File: src/rtl/nrm_pkg.sv
// Shared definitions for the normalize/denormalize unit.
// Assumes a single-bit operation select at the unit's edge.
package nrm_pkg;
    typedef enum logic {
        OP_NORM   = 1'b0,
        OP_DENORM = 1'b1
    } nrm_op_e;
endpackage

File: src/rtl/nrm_signcount.sv
// Redundant sign bit counter (exponent detection).
// Counts how many bits directly below the MSB equal the MSB.
// Assumes W >= 2; the count saturates naturally at W-1.
module nrm_signcount #(
    parameter int W  = 16,
    parameter int EW = $clog2(W)
) (
    input  logic [W-1:0]  value,
    output logic [EW-1:0] count
);
    // Scan from the bit below the MSB down to bit 0, stopping at the first differing bit.
    always_comb begin
        logic run;
        count = '0;
        run   = 1'b1;
        for (int i = W - 2; i >= 0; i--) begin
            if (run && (value[i] == value[W-1])) begin
                count = count + EW'(1);
            end else begin
                run = 1'b0;
            end
        end
    end
endmodule

File: src/rtl/nrm_shift.sv
// Bidirectional logarithmic shifter.
// right=0: logical left shift; right=1: arithmetic right shift.
// Assumes amt < W, which holds when EW = clog2(W).
module nrm_shift #(
    parameter int W  = 16,
    parameter int EW = $clog2(W)
) (
    input  logic [W-1:0]  din,
    input  logic [EW-1:0] amt,
    input  logic          right,
    output logic [W-1:0]  dout
);
    logic [W-1:0] stg [0:EW];

    assign stg[0] = din;

    // One stage per amount bit, each shifting by a power of two.
    for (genvar k = 0; k < EW; k++) begin : g_stage
        localparam int SH = 2 ** k;
        logic [W-1:0] shl;
        logic [W-1:0] shr;
        assign shl = stg[k] << SH;
        assign shr = W'($signed(stg[k]) >>> SH);
        assign stg[k+1] = amt[k] ? (right ? shr : shl) : stg[k];
    end

    assign dout = stg[EW];
endmodule

File: src/rtl/nrm_blkexp.sv
// Block floating-point exponent tracker.
// Keeps the minimum exponent since the last marked first sample and
// publishes it, registered, when the marked last sample updates it.
// Assumes upd is high only for samples that take part in a block.
module nrm_blkexp #(
    parameter int EW = 4
) (
    input  logic          clk,
    input  logic          rst_n,
    input  logic          upd,
    input  logic          first,
    input  logic          last,
    input  logic [EW-1:0] exp_in,
    output logic          blk_valid,
    output logic [EW-1:0] blk_exp
);
    logic [EW-1:0] run_min;
    logic [EW-1:0] merged;

    // Fold the incoming exponent into the running minimum, restarting on first.
    always_comb begin
        if (first) begin
            merged = exp_in;
        end else if (exp_in < run_min) begin
            merged = exp_in;
        end else begin
            merged = run_min;
        end
    end

    // Hold the running minimum and publish the block result on last.
    always_ff @(posedge clk) begin
        if (!rst_n) begin
            run_min   <= '1;
            blk_valid <= 1'b0;
            blk_exp   <= '0;
        end else begin
            blk_valid <= upd && last;
            if (upd) begin
                run_min <= merged;
            end
            if (upd && last) begin
                blk_exp <= merged;
            end
        end
    end

    // after an update the running minimum never exceeds that sample's exponent.
    a_r6_min_bound: assert property (@(posedge clk) disable iff (!rst_n)
        upd |=> (run_min <= $past(exp_in)));

    // a published block exponent is never above the running minimum it came from.
    a_r6_pub_le_min: assert property (@(posedge clk) disable iff (!rst_n)
        blk_valid |-> (blk_exp == run_min));
endmodule

File: src/rtl/nrm_unit.sv
// Normalize / denormalize unit, two-stage pipeline.
// Stage 1 registers the sample with its detected (normalize) or
// supplied (denormalize) exponent; stage 2 registers the shift result
// and the block exponent tracker output. Assumes EXP_W = clog2(DATA_W).
module nrm_unit
    import nrm_pkg::*;
#(
    parameter int DATA_W = 16,
    parameter int EXP_W  = $clog2(DATA_W)
) (
    input  logic              clk,
    input  logic              rst_n,
    input  logic              in_valid,
    input  logic              op,
    input  logic [DATA_W-1:0] in_data,
    input  logic [EXP_W-1:0]  in_exp,
    input  logic              blk_start,
    input  logic              blk_end,
    output logic              out_valid,
    output logic [DATA_W-1:0] out_data,
    output logic [EXP_W-1:0]  out_exp,
    output logic              blk_exp_valid,
    output logic [EXP_W-1:0]  blk_exp
);
    logic [EXP_W-1:0]  det_exp;
    logic              in_norm;

    logic              s1_valid;
    nrm_op_e           s1_op;
    logic [DATA_W-1:0] s1_data;
    logic [EXP_W-1:0]  s1_exp;
    logic              s1_first;
    logic              s1_last;

    logic [DATA_W-1:0] sh_out;
    logic              out_is_norm;

    assign in_norm = (nrm_op_e'(op) == OP_NORM);

    nrm_signcount #(.W(DATA_W), .EW(EXP_W)) u_det (
        .value (in_data),
        .count (det_exp)
    );

    // Stage 1: capture the sample, its exponent and its block markers.
    always_ff @(posedge clk) begin
        if (!rst_n) begin
            s1_valid <= 1'b0;
            s1_op    <= OP_NORM;
            s1_data  <= '0;
            s1_exp   <= '0;
            s1_first <= 1'b0;
            s1_last  <= 1'b0;
        end else begin
            s1_valid <= in_valid;
            s1_op    <= nrm_op_e'(op);
            s1_data  <= in_data;
            s1_exp   <= in_norm ? det_exp : in_exp;
            s1_first <= in_valid && in_norm && blk_start;
            s1_last  <= in_valid && in_norm && blk_end;
        end
    end

    nrm_shift #(.W(DATA_W), .EW(EXP_W)) u_shift (
        .din   (s1_data),
        .amt   (s1_exp),
        .right (s1_op == OP_DENORM),
        .dout  (sh_out)
    );

    // Stage 2: register the shifted value and its exponent.
    always_ff @(posedge clk) begin
        if (!rst_n) begin
            out_valid   <= 1'b0;
            out_data    <= '0;
            out_exp     <= '0;
            out_is_norm <= 1'b0;
        end else begin
            out_valid   <= s1_valid;
            out_data    <= sh_out;
            out_exp     <= s1_exp;
            out_is_norm <= (s1_op == OP_NORM);
        end
    end

    nrm_blkexp #(.EW(EXP_W)) u_blk (
        .clk       (clk),
        .rst_n     (rst_n),
        .upd       (s1_valid && (s1_op == OP_NORM)),
        .first     (s1_first),
        .last      (s1_last),
        .exp_in    (s1_exp),
        .blk_valid (blk_exp_valid),
        .blk_exp   (blk_exp)
    );

    // every accepted request produces a result two edges later.
    a_r4_latency: assert property (@(posedge clk) disable iff (!rst_n)
        in_valid |=> ##1 out_valid);

    // a normalized mantissa below full count has its top two bits different.
    a_r2_left_justified: assert property (@(posedge clk) disable iff (!rst_n)
        (out_valid && out_is_norm && (out_exp != '1)) |->
            (out_data[DATA_W-1] != out_data[DATA_W-2]));

    // denormalize keeps the sign of the mantissa.
    a_r3_sign_kept: assert property (@(posedge clk) disable iff (!rst_n)
        (in_valid && !in_norm) |=> ##1 (out_data[DATA_W-1] == $past(in_data[DATA_W-1], 2)));

    // the block exponent comes with a result and does not exceed its exponent.
    a_r6_blk_with_last: assert property (@(posedge clk) disable iff (!rst_n)
        blk_exp_valid |-> (out_valid && out_is_norm && (blk_exp <= out_exp)));

    // a denormalize request never triggers a block exponent pulse.
    a_r7_no_blk_on_denorm: assert property (@(posedge clk) disable iff (!rst_n)
        (in_valid && !in_norm) |=> ##1 !blk_exp_valid);
endmodule

File: config.mk
export PLATFORM = sky130hd
export DESIGN_NAME = nrm_unit
export DESIGN_NICKNAME = d
export VERILOG_FILES = /design/src/rtl/nrm_pkg.sv /design/src/rtl/nrm_signcount.sv /design/src/rtl/nrm_shift.sv /design/src/rtl/nrm_blkexp.sv /design/src/rtl/nrm_unit.sv
export SDC_FILE = /design/constraint.sdc
export NUM_CORES = 1
export LEC_CHECK = 0
export CORE_AREA = 4 4 104 106
export DETAILED_ROUTE_END_ITERATION = 6
export DIE_AREA = 0 0 108 110
export HOLD_SLACK_MARGIN = 0.12
export PLACE_DENSITY = 0.78
export RECOVER_POWER = 50
export SLEW_MARGIN = 20
export SYNTH_ARGS = -nofsm -noshare
export SYNTH_HDL_FRONTEND = slang
export SYNTH_HIERARCHICAL = 1
export SYNTH_SLANG_ARGS = --single-unit
File: constraint.sdc
create_clock -name clk -period 7.56 [get_ports clk]
set_clock_uncertainty 0.1 [all_clocks]
set_input_delay 0.756 -clock clk [delete_from_list [all_inputs] [get_ports clk]]
set_output_delay 0.756 -clock clk [all_outputs]
set_load 0.02 [all_outputs]
=== After elaboration in Yosys (flattened, before gate mapping) ===
Index checks and enable logic that the tools add are counted.

* Output and inout port bits: 26
* Register bits: 54

* Equal/unequal tests: 15
* Reduce and logical (&&, ||, !) cells: 19
* Add/subtract/negate cells: 14
* Bitwise gates (word level): 2
* Magnitude comparators: 1
* Mux-type cells: 40

{| class="wikitable"
|+ Operator list
! cell !! count
|-
| 16-bit 2-to-1 mux || 8
|-
| 4-bit 2-to-1 mux || 17
|-
| 4-bit by 1-bit adder with 4-bit output, second input constant || 14
|-
| 1-bit logical AND || 19
|-
| 1-bit equality test || 15
|-
| 1-bit 2-to-1 mux || 15
|-
| 4-bit less-than comparator || 1
|-
| 1-bit NOT || 2
|}

=== Longest topological paths before layout ===
Gate-level depths: netlist of the first run.

* Depth after elaboration: 31
* Depth in mapped cells: 41
* Gate-level depth less buffers: 38

=== By module ===
Netlist of the first run, hierarchy kept.

{| class="wikitable"
|+ By module, submodules not included
! module !! seq. area each (um2) !! area each (um2) !! cells each !! instances
|-
| nrm_shift || 0.0 || 1677.9 || 250 || 1
|-
| nrm_signcount || 0.0 || 1361.3 || 222 || 1
|-
| nrm_unit || 900.9 || 1260.0 || 101 || 1
|-
| nrm_blkexp || 180.2 || 483.0 || 57 || 1
|}

=== Worst setup path before layout of the first run ===
OpenSTA, ideal clock, no wires.

* Kind: input -> register
* From: in in_data[15]
* To: reg s1_exp[2]
* Arrival time: 7074 ps
* Slack: 270 ps
* Library setup time: 116 ps
* Data required time: 7344 ps
* Buffers on the path: 3
* Cell stages on the path: 38
* Path through: buf_2 -> buf_2 -> buf_1 -> nand2_1 -> o22ai_1 -> ha_1 -> o21a_1 -> ha_1 -> o311a_1 -> o31ai_1 -> ha_1 -> a21oi_1 -> o21ai_0 -> ha_1 -> o21bai_1 -> a21oi_1 -> o2bb2ai_1 -> mux2_2 -> [... 2 more ...] -> mux2_2 -> nand2_1 -> o21ai_0 -> o32a_1 -> a21oi_1 -> o21ai_0 -> ha_1 -> inv_1 -> a31oi_1 -> ha_1 -> nand2_1 -> xnor2_1 -> nand2_1 -> xor2_1 -> nor2_1 -> xnor2_1 -> mux2i_1 -> nor2b_1

* Word-level cells in the longest chain between the ends: 31
* Elaborated cells between the ends (all ways): 73

{| class="wikitable"
|+ Ends and longest elaborated chain
! what !! RTL line !! source
|-
| start: declaration || nrm_unit.sv:15 || <nowiki>input logic [DATA_W-1:0] in_data,</nowiki>
|-
| 1-bit equality test || nrm_signcount.sv:17 || <nowiki>if (run && (value[i] == value[W-1])) begin</nowiki>
|-
| 1-bit 2-to-1 mux || nrm_signcount.sv:17 ||
|-
| 4-bit by 1-bit adder with 4-bit output or 1-bit logical AND (tied branches) || nrm_signcount.sv:18, nrm_signcount.sv:17 ||
|-
| 4-bit 2-to-1 mux or 1-bit 2-to-1 mux (tied branches) || nrm_signcount.sv:17 ||
|-
| 4-bit by 1-bit adder with 4-bit output or 1-bit logical AND (tied branches) || nrm_signcount.sv:18, nrm_signcount.sv:17 ||
|-
| 4-bit 2-to-1 mux or 1-bit 2-to-1 mux (tied branches) || nrm_signcount.sv:17 ||
|-
| 4-bit by 1-bit adder with 4-bit output or 1-bit logical AND (tied branches) || nrm_signcount.sv:18, nrm_signcount.sv:17 ||
|-
| 4-bit 2-to-1 mux or 1-bit 2-to-1 mux (tied branches) || nrm_signcount.sv:17 ||
|-
| [... 16 more ...] || -- ||
|-
| 4-bit by 1-bit adder with 4-bit output or 1-bit logical AND (tied branches) || nrm_signcount.sv:18, nrm_signcount.sv:17 ||
|-
| 4-bit 2-to-1 mux or 1-bit 2-to-1 mux (tied branches) || nrm_signcount.sv:17 ||
|-
| 4-bit by 1-bit adder with 4-bit output or 1-bit logical AND (tied branches) || nrm_signcount.sv:18, nrm_signcount.sv:17 ||
|-
| 4-bit 2-to-1 mux or 1-bit 2-to-1 mux (tied branches) || nrm_signcount.sv:17 ||
|-
| 4-bit by 1-bit adder with 4-bit output or 1-bit logical AND (tied branches) || nrm_signcount.sv:18, nrm_signcount.sv:17 ||
|-
| 4-bit 2-to-1 mux (*) || nrm_signcount.sv:17 ||
|-
| net det_exp[2] || nrm_unit.sv:25 || <nowiki>logic [EXP_W-1:0] det_exp;</nowiki>
|-
| 4-bit 2-to-1 mux (*) || nrm_unit.sv:58 || <nowiki>s1_exp <= in_norm ? det_exp : in_exp;</nowiki>
|-
| end signal: assignment || nrm_unit.sv:58 ||
|-
| end: declaration || nrm_unit.sv:31 || <nowiki>logic [EXP_W-1:0] s1_exp;</nowiki>
|}

The timed path passes the listed nets; every way through them passes the cells marked *.
A chain may end at the register's enable or synchronous reset.

=== Worst setup path after layout of the first run ===
* From: in in_data[14]
* To: reg s1_exp[2]

* Word-level cells in the longest chain between the ends: 31
* Elaborated cells between the ends (all ways): 59

{| class="wikitable"
|+ Ends and longest elaborated chain
! what !! RTL line
|-
| 1-bit equality test (*) || nrm_signcount.sv:17
|-
| 1-bit 2-to-1 mux || nrm_signcount.sv:17
|-
| 4-bit by 1-bit adder with 4-bit output or 1-bit logical AND (tied branches) || nrm_signcount.sv:18, nrm_signcount.sv:17
|-
| 4-bit 2-to-1 mux or 1-bit 2-to-1 mux (tied branches) || nrm_signcount.sv:17
|-
| 4-bit by 1-bit adder with 4-bit output or 1-bit logical AND (tied branches) || nrm_signcount.sv:18, nrm_signcount.sv:17
|-
| 4-bit 2-to-1 mux or 1-bit 2-to-1 mux (tied branches) || nrm_signcount.sv:17
|-
| 4-bit by 1-bit adder with 4-bit output or 1-bit logical AND (tied branches) || nrm_signcount.sv:18, nrm_signcount.sv:17
|-
| 4-bit 2-to-1 mux or 1-bit 2-to-1 mux (tied branches) || nrm_signcount.sv:17
|-
| [... 16 more ...] || --
|-
| 4-bit by 1-bit adder with 4-bit output or 1-bit logical AND (tied branches) || nrm_signcount.sv:18, nrm_signcount.sv:17
|-
| 4-bit 2-to-1 mux or 1-bit 2-to-1 mux (tied branches) || nrm_signcount.sv:17
|-
| 4-bit by 1-bit adder with 4-bit output or 1-bit logical AND (tied branches) || nrm_signcount.sv:18, nrm_signcount.sv:17
|-
| 4-bit 2-to-1 mux or 1-bit 2-to-1 mux (tied branches) || nrm_signcount.sv:17
|-
| 4-bit by 1-bit adder with 4-bit output or 1-bit logical AND (tied branches) || nrm_signcount.sv:18, nrm_signcount.sv:17
|-
| 4-bit 2-to-1 mux (*) || nrm_signcount.sv:17
|-
| net det_exp[2] || nrm_unit.sv:25
|-
| 4-bit 2-to-1 mux (*) || nrm_unit.sv:58
|}

Marks and branches as above.

==> run summary, run 1 <==
After filler insertion, the fill cell instance count of the layout stands at 918. Post-DP HPWL: 9.47 mm. 0 antenna diodes ended up in the layout.

The synthesized netlist net count was 671. The die covers 0.0119 sq mm. Dividing the detail-routed via count by the number of cells gives 6.13. The netlist uses 72 different library cells. The number of gates resized after CTS was 0.

The tool flagged a number of max-cap violations equal to 0. The cell repeated most along the worst path was sky130_fd_sc_hd__nand2_1. The average wire per standard cell was 16.3 um. The final global-route overflow total is 0. In the layout the commonest cells are 56 x sky130_fd_sc_hd__nor2_1, 53 x sky130_fd_sc_hd__dfxtp_1, 48 x sky130_fd_sc_hd__nand2_1, 43 x sky130_fd_sc_hd__mux2i_1, 37 x sky130_fd_sc_hd__o21ai_0.

The worst setup path is captured at a flop. The first global-routing pass estimated 21.0 mm of wire. Most common flop cell mapped by yosys: sky130_fd_sc_hd__dfxtp_1.

Counting the buffers created by CTS gives 5. After clock tree synthesis, the clock-pin slew on the worst setup and hold paths is 0.09 ns. Timing would allow up to 141 MHz.

The analysis attributes to cell leakage a power of 2.08 nW. Hold buffer count at CTS: 0. The Yosys step of the flow raised 6 warnings. The critical path is of the input port to flop type. The worst min-delay path class was flop to flop. Setup violations remaining at the end of the flow were counted as 0.

The tightest hold path in the finished design has a slack of 0.390 ns. The H-tree generated during clock tree synthesis spans 2 levels. The worst slack at placement was -0.252 ns; the post-synthesis sequential area ratio was 0.226. For the count of buffers added by post-CTS timing repair for setup, the log shows 0. TritonCTS built the clock tree. The layout net count is 707.

In this run, synthesis inferred 0 flip-flops with an integrated enable. The flow ran to the end, and the final reports show no timing, DRC or antenna violations. The logs give 74 for the pin count of the biggest net entering global routing and 0.446 ns for the minimum setup slack in the final design.

During placement, the flow inserted port buffers numbering 51. The number of max-slew violations in the final report came out at 0. Most common library cell in the layout ignoring fill and taps: sky130_fd_sc_hd__nor2_1. The floorplan has 36 rows. The stage delay of the slowest cell on the critical path was 0.50 ns.

After synthesis the netlist holds a flip-flop and latch count of 54. The clock passes through at most 2 buffers. Summed over all layers, the routed wires come to 13.0 mm. For the pin with the worst max-slew slack, the measured transition is 1.46 ns.

The violation count after the first detailed-routing iteration was 392. The number of global-route vias before repair is 4500, and the last weighted congestion value of the routability-driven placer is 0.955. The maximum resistive drop on vdd is 0.0855 mV, and the die outline width is 108 um. The initial core utilization is 0.489, and the vertical die dimension is 110 um.

The mapped cell area was 0.00478 sq mm; the area growth from synthesis to layout was 15.6%. The logs give 0.565 for the final design utilization and 0.213 for the total routing resource utilization after global routing. Worst reg-to-reg setup slack: 4.75 ns. The initial antenna violation count is 0, and the minimum clock period is 7.11 ns.

The tools report the number of iterations in the first detailed-routing pass as 5. The total area inside the core boundary comes to 0.00977 sq mm. Cell with the largest stage delay on the worst path: sky130_fd_sc_hd__or4_4. CTS saw 54 sinks. The final-report hold violation count is 0. The post-synthesis async set-or-reset flop share was 0.

The cell chosen for the clock root is sky130_fd_sc_hd__clkbuf_8. In this run the remaining antenna-violating nets after routing total 0. Dividing the synthesized area by the synthesized cell count gives 7.59 sq um. The largest driver fanout on the critical path is 6. In this run the count of I/O pins placed on the die edge is 52. The tools report the post-detailed-route DRC marker count as 0. Category of the worst setup path launch point: an input port.

The final critical-path share of the clock period was 0.941. The tools report the remaining max-slew budget at the tightest pin as 0.0277. For the number of instances in the synthesized netlist, the log shows 630. For this block, the via count after detailed routing is 4898. The ratio of cells with drive above 1 in the final layout is 0.0796, and the power density over the cells is 140 mW/mm^2. The tools report the required arrival time at the worst endpoint as 7.70 ns. Data on the critical path arrives at its endpoint at 7.26 ns. The clock latency reported for the late side of the worst-skew pair came out at 0.30 ns.
## worst paths after layout
kind	start	to	depth (start not counted)
max	in_data[14]	s1_exp[2]$_SDFF_PN0_	39
min	s1_valid$_SDFF_PN0_	out_valid$_SDFF_PN0_	1
max reg2reg	s1_op$_SDFF_PN0_	out_data[5]$_SDFF_PN0_	6
min reg2reg	s1_valid$_SDFF_PN0_	out_valid$_SDFF_PN0_	1
## per-layer routing
metal / global-route usage / up-vias / part of all wire
li1: - / 2361 / -
met1: 0.273 / 2269 / 0.42
met2: 0.373 / 234 / 0.48
met3: 0.0274 / 34 / 0.074
met4: 0.0703 / 0 / 0.027
met5: 0 / - / 0
## state kept, by name (all words and copies together) (netlist names), 4 cells and up
name / count
out_data: 16
out_exp: 4
s1_data: 16
s1_exp: 4
u_blk/blk_exp: 4
u_blk/run_min: 4
## where the power goes
part           switching [mW]  internal (mW)  leakage, nW  total, mW
clock                  0.0912         0.0975       0.0542      0.189
combinational           0.152          0.117         1.58      0.269
sequential             0.0163          0.302        0.446      0.318
## worst max-delay path: cells and delay by family
family                   cells  cell delay [ns]
buffers and inverters        3             0.66
AND/OR/NAND/NOR             10             1.28
AO/OA/AOI/OAI               13             1.68
adder cells (fa/ha/maj)      6             1.65
XOR/XNOR                     3             0.40
multiplexers                 4             0.82
## synthesized netlist by cell type (4+ instances only)
cell / number / area, sq um
sky130_fd_sc_hd__buf_6: 5 / 56.3
sky130_fd_sc_hd__mux2i_1: 44 / 440
sky130_fd_sc_hd__clkbuf_2: 4 / 20.0
sky130_fd_sc_hd__inv_1: 23 / 86.3
sky130_fd_sc_hd__o21ai_0: 39 / 195
sky130_fd_sc_hd__buf_4: 6 / 45.0
sky130_fd_sc_hd__nor3_1: 24 / 120
sky130_fd_sc_hd__o21ai_1: 5 / 25.0
sky130_fd_sc_hd__o31ai_1: 8 / 60.1
sky130_fd_sc_hd__ha_1: 15 / 188
sky130_fd_sc_hd__clkbuf_1: 13 / 48.8
sky130_fd_sc_hd__a211oi_2: 4 / 50.1
sky130_fd_sc_hd__xor2_1: 8 / 70.1
sky130_fd_sc_hd__nand4_1: 8 / 50.1
sky130_fd_sc_hd__xnor2_1: 13 / 114
sky130_fd_sc_hd__or3_1: 7 / 43.8
sky130_fd_sc_hd__a211oi_1: 13 / 97.6
sky130_fd_sc_hd__o211ai_1: 10 / 75.1
sky130_fd_sc_hd__nand2b_1: 14 / 87.6
sky130_fd_sc_hd__o22ai_1: 11 / 68.8
sky130_fd_sc_hd__dfxtp_1: 54 / 1080
sky130_fd_sc_hd__nor3b_1: 5 / 37.5
sky130_fd_sc_hd__and2_1: 44 / 275
sky130_fd_sc_hd__nand2_1: 48 / 180
sky130_fd_sc_hd__buf_2: 11 / 55.1
sky130_fd_sc_hd__a21oi_1: 33 / 165
sky130_fd_sc_hd__nor4_1: 7 / 43.8
sky130_fd_sc_hd__o2111ai_1: 5 / 43.8
sky130_fd_sc_hd__nor2b_1: 14 / 87.6
sky130_fd_sc_hd__nand3_1: 12 / 60.1
sky130_fd_sc_hd__nor2_1: 56 / 210
sky130_fd_sc_hd__a21o_1: 4 / 30.0
sky130_fd_sc_hd__a31oi_1: 5 / 31.3
## layout make-up
class / count / area, sq um / share of cell area
timing repair buffer: 71 / 662 / 0.120
inverter: 23 / 86.3 / 0.0156
tap: 133 / 166 / 0.0301
multi-input combinational: 511 / 3420 / 0.619
clock buffer: 5 / 68.8 / 0.0125
sequential: 54 / 1080 / 0.196
clock inverter: 2 / 38.8 / 0.00702
## through the flow
step | total power, mW | instances | area, sq um | setup TNS [ns]
after global routing | 0.819 | 799 | 5530 | -0.0260
final | 0.776 | 799 | 5530 | 0
after CTS | 0.774 | 799 | 5480 | 0
after global placement | 0.577 | 792 | 5370 | 0
after floorplan | 0.505 | 630 | 4780 | 0
after detailed placement | 0.585 | 792 | 5370 | -0.252
## logic make-up after synthesis
| group | after synthesis | share of synthesized area |
|---|---|---|
| compound gates | 170 | 0.239 |
| xor+xnor | 21 | 0.0385 |
| fa+ha+maj | 15 | 0.0392 |
| buf+inv | 65 | 0.0675 |
| flops | 54 | 0.226 |
| mux | 49 | 0.109 |
| simple gates | 256 | 0.281 |
(Power assumes the default switching activity.)
==> run 2, diff against run 1 <==
--- a/config.mk
+++ b/config.mk
@@ -7,7 +7,7 @@
 export LEC_CHECK = 0
-export CORE_AREA = 4 4 104 106
+export CORE_AREA = 4 4 133 84
 export DETAILED_ROUTE_END_ITERATION = 6
-export DIE_AREA = 0 0 108 110
+export DIE_AREA = 0 0 137 88
 export HOLD_SLACK_MARGIN = 0.12
-export PLACE_DENSITY = 0.78
+export PLACE_DENSITY = 0.77
 export RECOVER_POWER = 50
--- a/constraint.sdc
+++ b/constraint.sdc
@@ -4,2 +4,2 @@
 set_output_delay 0.756 -clock clk [all_outputs]
-set_load 0.02 [all_outputs]
+set_load 0.005 [all_outputs]
==> run summary, run 2 (synthesized netlist as in run 1, its figures left out) <==
The flow ran to the end, and the final reports show no timing, DRC or antenna violations. The logs give 0.403 ns (was 0.390 ns) for the minimum hold slack and 7 (was 5) for the number of iterations in the first detailed-routing pass. Violation count after the first detailed-routing iteration: 783 (was 392). The tools report the routed wire length as 13.8 mm (was 13.0 mm). The cell repeated most along the worst path is sky130_fd_sc_hd__ha_1 (was sky130_fd_sc_hd__nand2_1). The average wire per standard cell came out at 17.1 um (was 16.3 um). For the number of max-slew violations in the final report, the log shows 0 (unchanged). The via count normalized by instance count came out at 6.25 (was 6.13). The last weighted congestion value of the routability-driven placer was 0.985 (was 0.955); the first-pass GRT wire length was 22.3 mm (was 21.0 mm). For the initial antenna violation count, the log shows 0 (unchanged).

The final global-route overflow total is 0 (unchanged). The I/O pin count is 52 (unchanged), and the post-DP HPWL is 9.74 mm (was 9.47 mm). The number of buffers inserted during clock tree synthesis came out at 5 (unchanged). The tools report the maximum resistive drop on vdd as 0.0998 mV (was 0.0855 mV). The minimum clock period is 7.22 ns (was 7.11 ns). The die outline width works out to 137 um (was 108 um).

The tools report the row count as 28 (was 36). Area taken by multi-input logic gates: 0.00343 sq mm (was 0.00342 sq mm). The ratio of cells with drive above 1 in the final layout works out to 0.0881 (was 0.0796). The hold buffer count at CTS was 0 (unchanged); the area of the die was 0.0121 sq mm (was 0.0119 sq mm). The cell with the largest stage delay on the worst path is sky130_fd_sc_hd__clkdlybuf4s50_1 (was sky130_fd_sc_hd__or4_4). The routed via count is 5030 (was 4898). The number of antenna cells inserted was 0 (unchanged); the largest driver fanout on the critical path was 4 (was 6).

The initial core utilization is 0.487 (was 0.489). The core box area is 0.00981 sq mm (was 0.00977 sq mm). The number of global-route vias before repair was 4526 (was 4500); the total number of clock tree sinks was 54 (unchanged). The count of H-tree levels built during CTS came out at 2 (unchanged). The most common library cell in the layout ignoring fill and taps was sky130_fd_sc_hd__nor2_1 (unchanged). For the remaining max-slew budget at the tightest pin, the log shows 0.00296 (was 0.0277). The actual transition at the worst max-transition pin is 1.50 ns (was 1.46 ns), and the post-detailed-route DRC marker count is 0 (unchanged). TritonCTS built the clock tree.

The port buffer count was 51 (unchanged). Regs by FF count: out_data (16), s1_data (16) (unchanged). Total routing resource utilization after global routing: 0.227 (was 0.213). For the required arrival time at the worst endpoint, the log shows 7.69 ns (was 7.70 ns). Nature of the critical path endpoint: a flop (unchanged). The number of buffers on the longest clock path was 2 (unchanged). The clock latency reported for the late side of the worst-skew pair came out at 0.29 ns (was 0.30 ns). Leakage power: 2.13 nW (was 2.08 nW).

The vertical die dimension works out to 88 um (was 110 um). The logs give 0.00108 sq mm (unchanged) for the area taken by flip-flops and latches and 74 (unchanged) for the pin count of the biggest net entering global routing. The start-to-end type of the worst setup path was input port to flop (unchanged). For the layout net count, the log shows 710 (was 707). Commonest cells after routing, fill and taps aside: 56 x sky130_fd_sc_hd__nor2_1, 53 x sky130_fd_sc_hd__dfxtp_1, 48 x sky130_fd_sc_hd__nand2_1, 43 x sky130_fd_sc_hd__mux2i_1, 38 x sky130_fd_sc_hd__o21ai_0 (was 56 x sky130_fd_sc_hd__nor2_1, 53 x sky130_fd_sc_hd__dfxtp_1, 48 x sky130_fd_sc_hd__nand2_1, 43 x sky130_fd_sc_hd__mux2i_1, 37 x sky130_fd_sc_hd__o21ai_0). The stage delay of the slowest cell on the critical path was 0.46 ns (was 0.50 ns).

Setup repair after global routing left no endpoint under its margin. The filler cell count came out at 896 (was 918). The tools report the cell chosen for the clock root as sky130_fd_sc_hd__clkbuf_16 (was sky130_fd_sc_hd__clkbuf_8).

The number of maximum-capacitance violations came out at 0 (unchanged). The worst min-delay path class is flop to flop (unchanged). The power density over the cells works out to 146 mW/mm^2 (was 140 mW/mm^2).

The category of the worst setup path launch point is an input port (unchanged). The logs give 0 (unchanged) for the final-report hold violation count and 138 MHz (was 141 MHz) for the timing-limited maximum frequency. The antenna violation net count after detailed routing was 0 (unchanged); the clock-pin slew reported for the worst setup and hold paths after clock tree synthesis was 0.07 ns (was 0.09 ns).

Area growth from synthesis to layout: 17.3% (was 15.6%). The final design utilization came out at 0.572 (was 0.565). Final critical-path share of the clock period: 0.955 (was 0.941). The run gives 0 (unchanged) as the count of final setup violators. Critical path arrival: 7.35 ns (was 7.26 ns).
[run 2: power breakdown]
part | total, mW | switching, mW | internal, mW | leakage (nW)
sequential | 0.318 | 0.0166 | 0.302 | 0.446
clock | 0.237 | 0.104 | 0.133 | 0.0770
combinational | 0.265 | 0.147 | 0.118 | 1.60
[run 2: cell type report]
cell class                      count  area share
Multi-Input combinational cell    511       0.612
Clock buffer                        6      0.0248
Clock inverter                      2     0.00312
Inverter                           23      0.0154
Tap cell                          135      0.0301
Sequential cell                    54       0.193
Timing Repair Buffer               74       0.122
[run 2: path summary, 6_finish.rpt]
path / startpoint / endpoint / slack [ns] / cells past startpoint
max: in_data[14] / s1_exp[2]$_SDFF_PN0_ / 0.34 / 37
min: s1_valid$_SDFF_PN0_ / out_valid$_SDFF_PN0_ / 0.40 / 1
max reg2reg: s1_exp[0]$_SDFF_PN0_ / out_data[5]$_SDFF_PN0_ / 4.79 / 6
min reg2reg: s1_valid$_SDFF_PN0_ / out_valid$_SDFF_PN0_ / 0.40 / 1
[run 2: stage by stage]
| step | area (sq um) | power, mW | setup TNS [ns] | setup WS (ns) | cells |
|---|---|---|---|---|---|
| floorplan | 4780 | 0.495 | 0 | 0.270 | 630 |
| global placement | 5400 | 0.570 | 0 | 0.0784 | 797 |
| detailed placement | 5400 | 0.578 | -0.301 | -0.301 | 797 |
| CTS | 5560 | 0.815 | 0 | 0.0395 | 805 |
| global route | 5610 | 0.864 | 0 | 0.0215 | 805 |
| finish | 5610 | 0.820 | 0 | 0.339 | 805 |
[run 2: critical path, delay by kind of cell]
| family | cells | cell delay [ns] |
|---|---|---|
| AO/OA/AOI/OAI | 15 | 2.24 |
| AND/OR/NAND/NOR | 7 | 0.92 |
| buffers and inverters | 2 | 0.50 |
| multiplexers | 3 | 0.64 |
| XOR/XNOR | 3 | 0.40 |
| adder cells (fa/ha/maj) | 7 | 1.90 |
[run 2: repair_timing]
item                                    CTS  global route
hold endpoints to repair                  0             0
gates resized for setup                   1            11
buffers inserted                          0             0
endpoints found under the setup margin    1             2
pin swaps                                 0             1
[run 2: metal layers]
layer,routed length (um),share of wire,GRT usage,vias up
li1,-,-,-,2372
met5,0,0,0,-
met3,1580,0.11,0.0488,48
met1,6250,0.45,0.333,2280
met4,269,0.020,0.0417,0
met2,5680,0.41,0.347,330
==> run 3, diff against run 2 <==
CTS_CLUSTER_DIAMETER = 200   (was unset)
==> results of run 3 <==
Same layout as run 2: the final DEF is identical, and so are final timing and power.
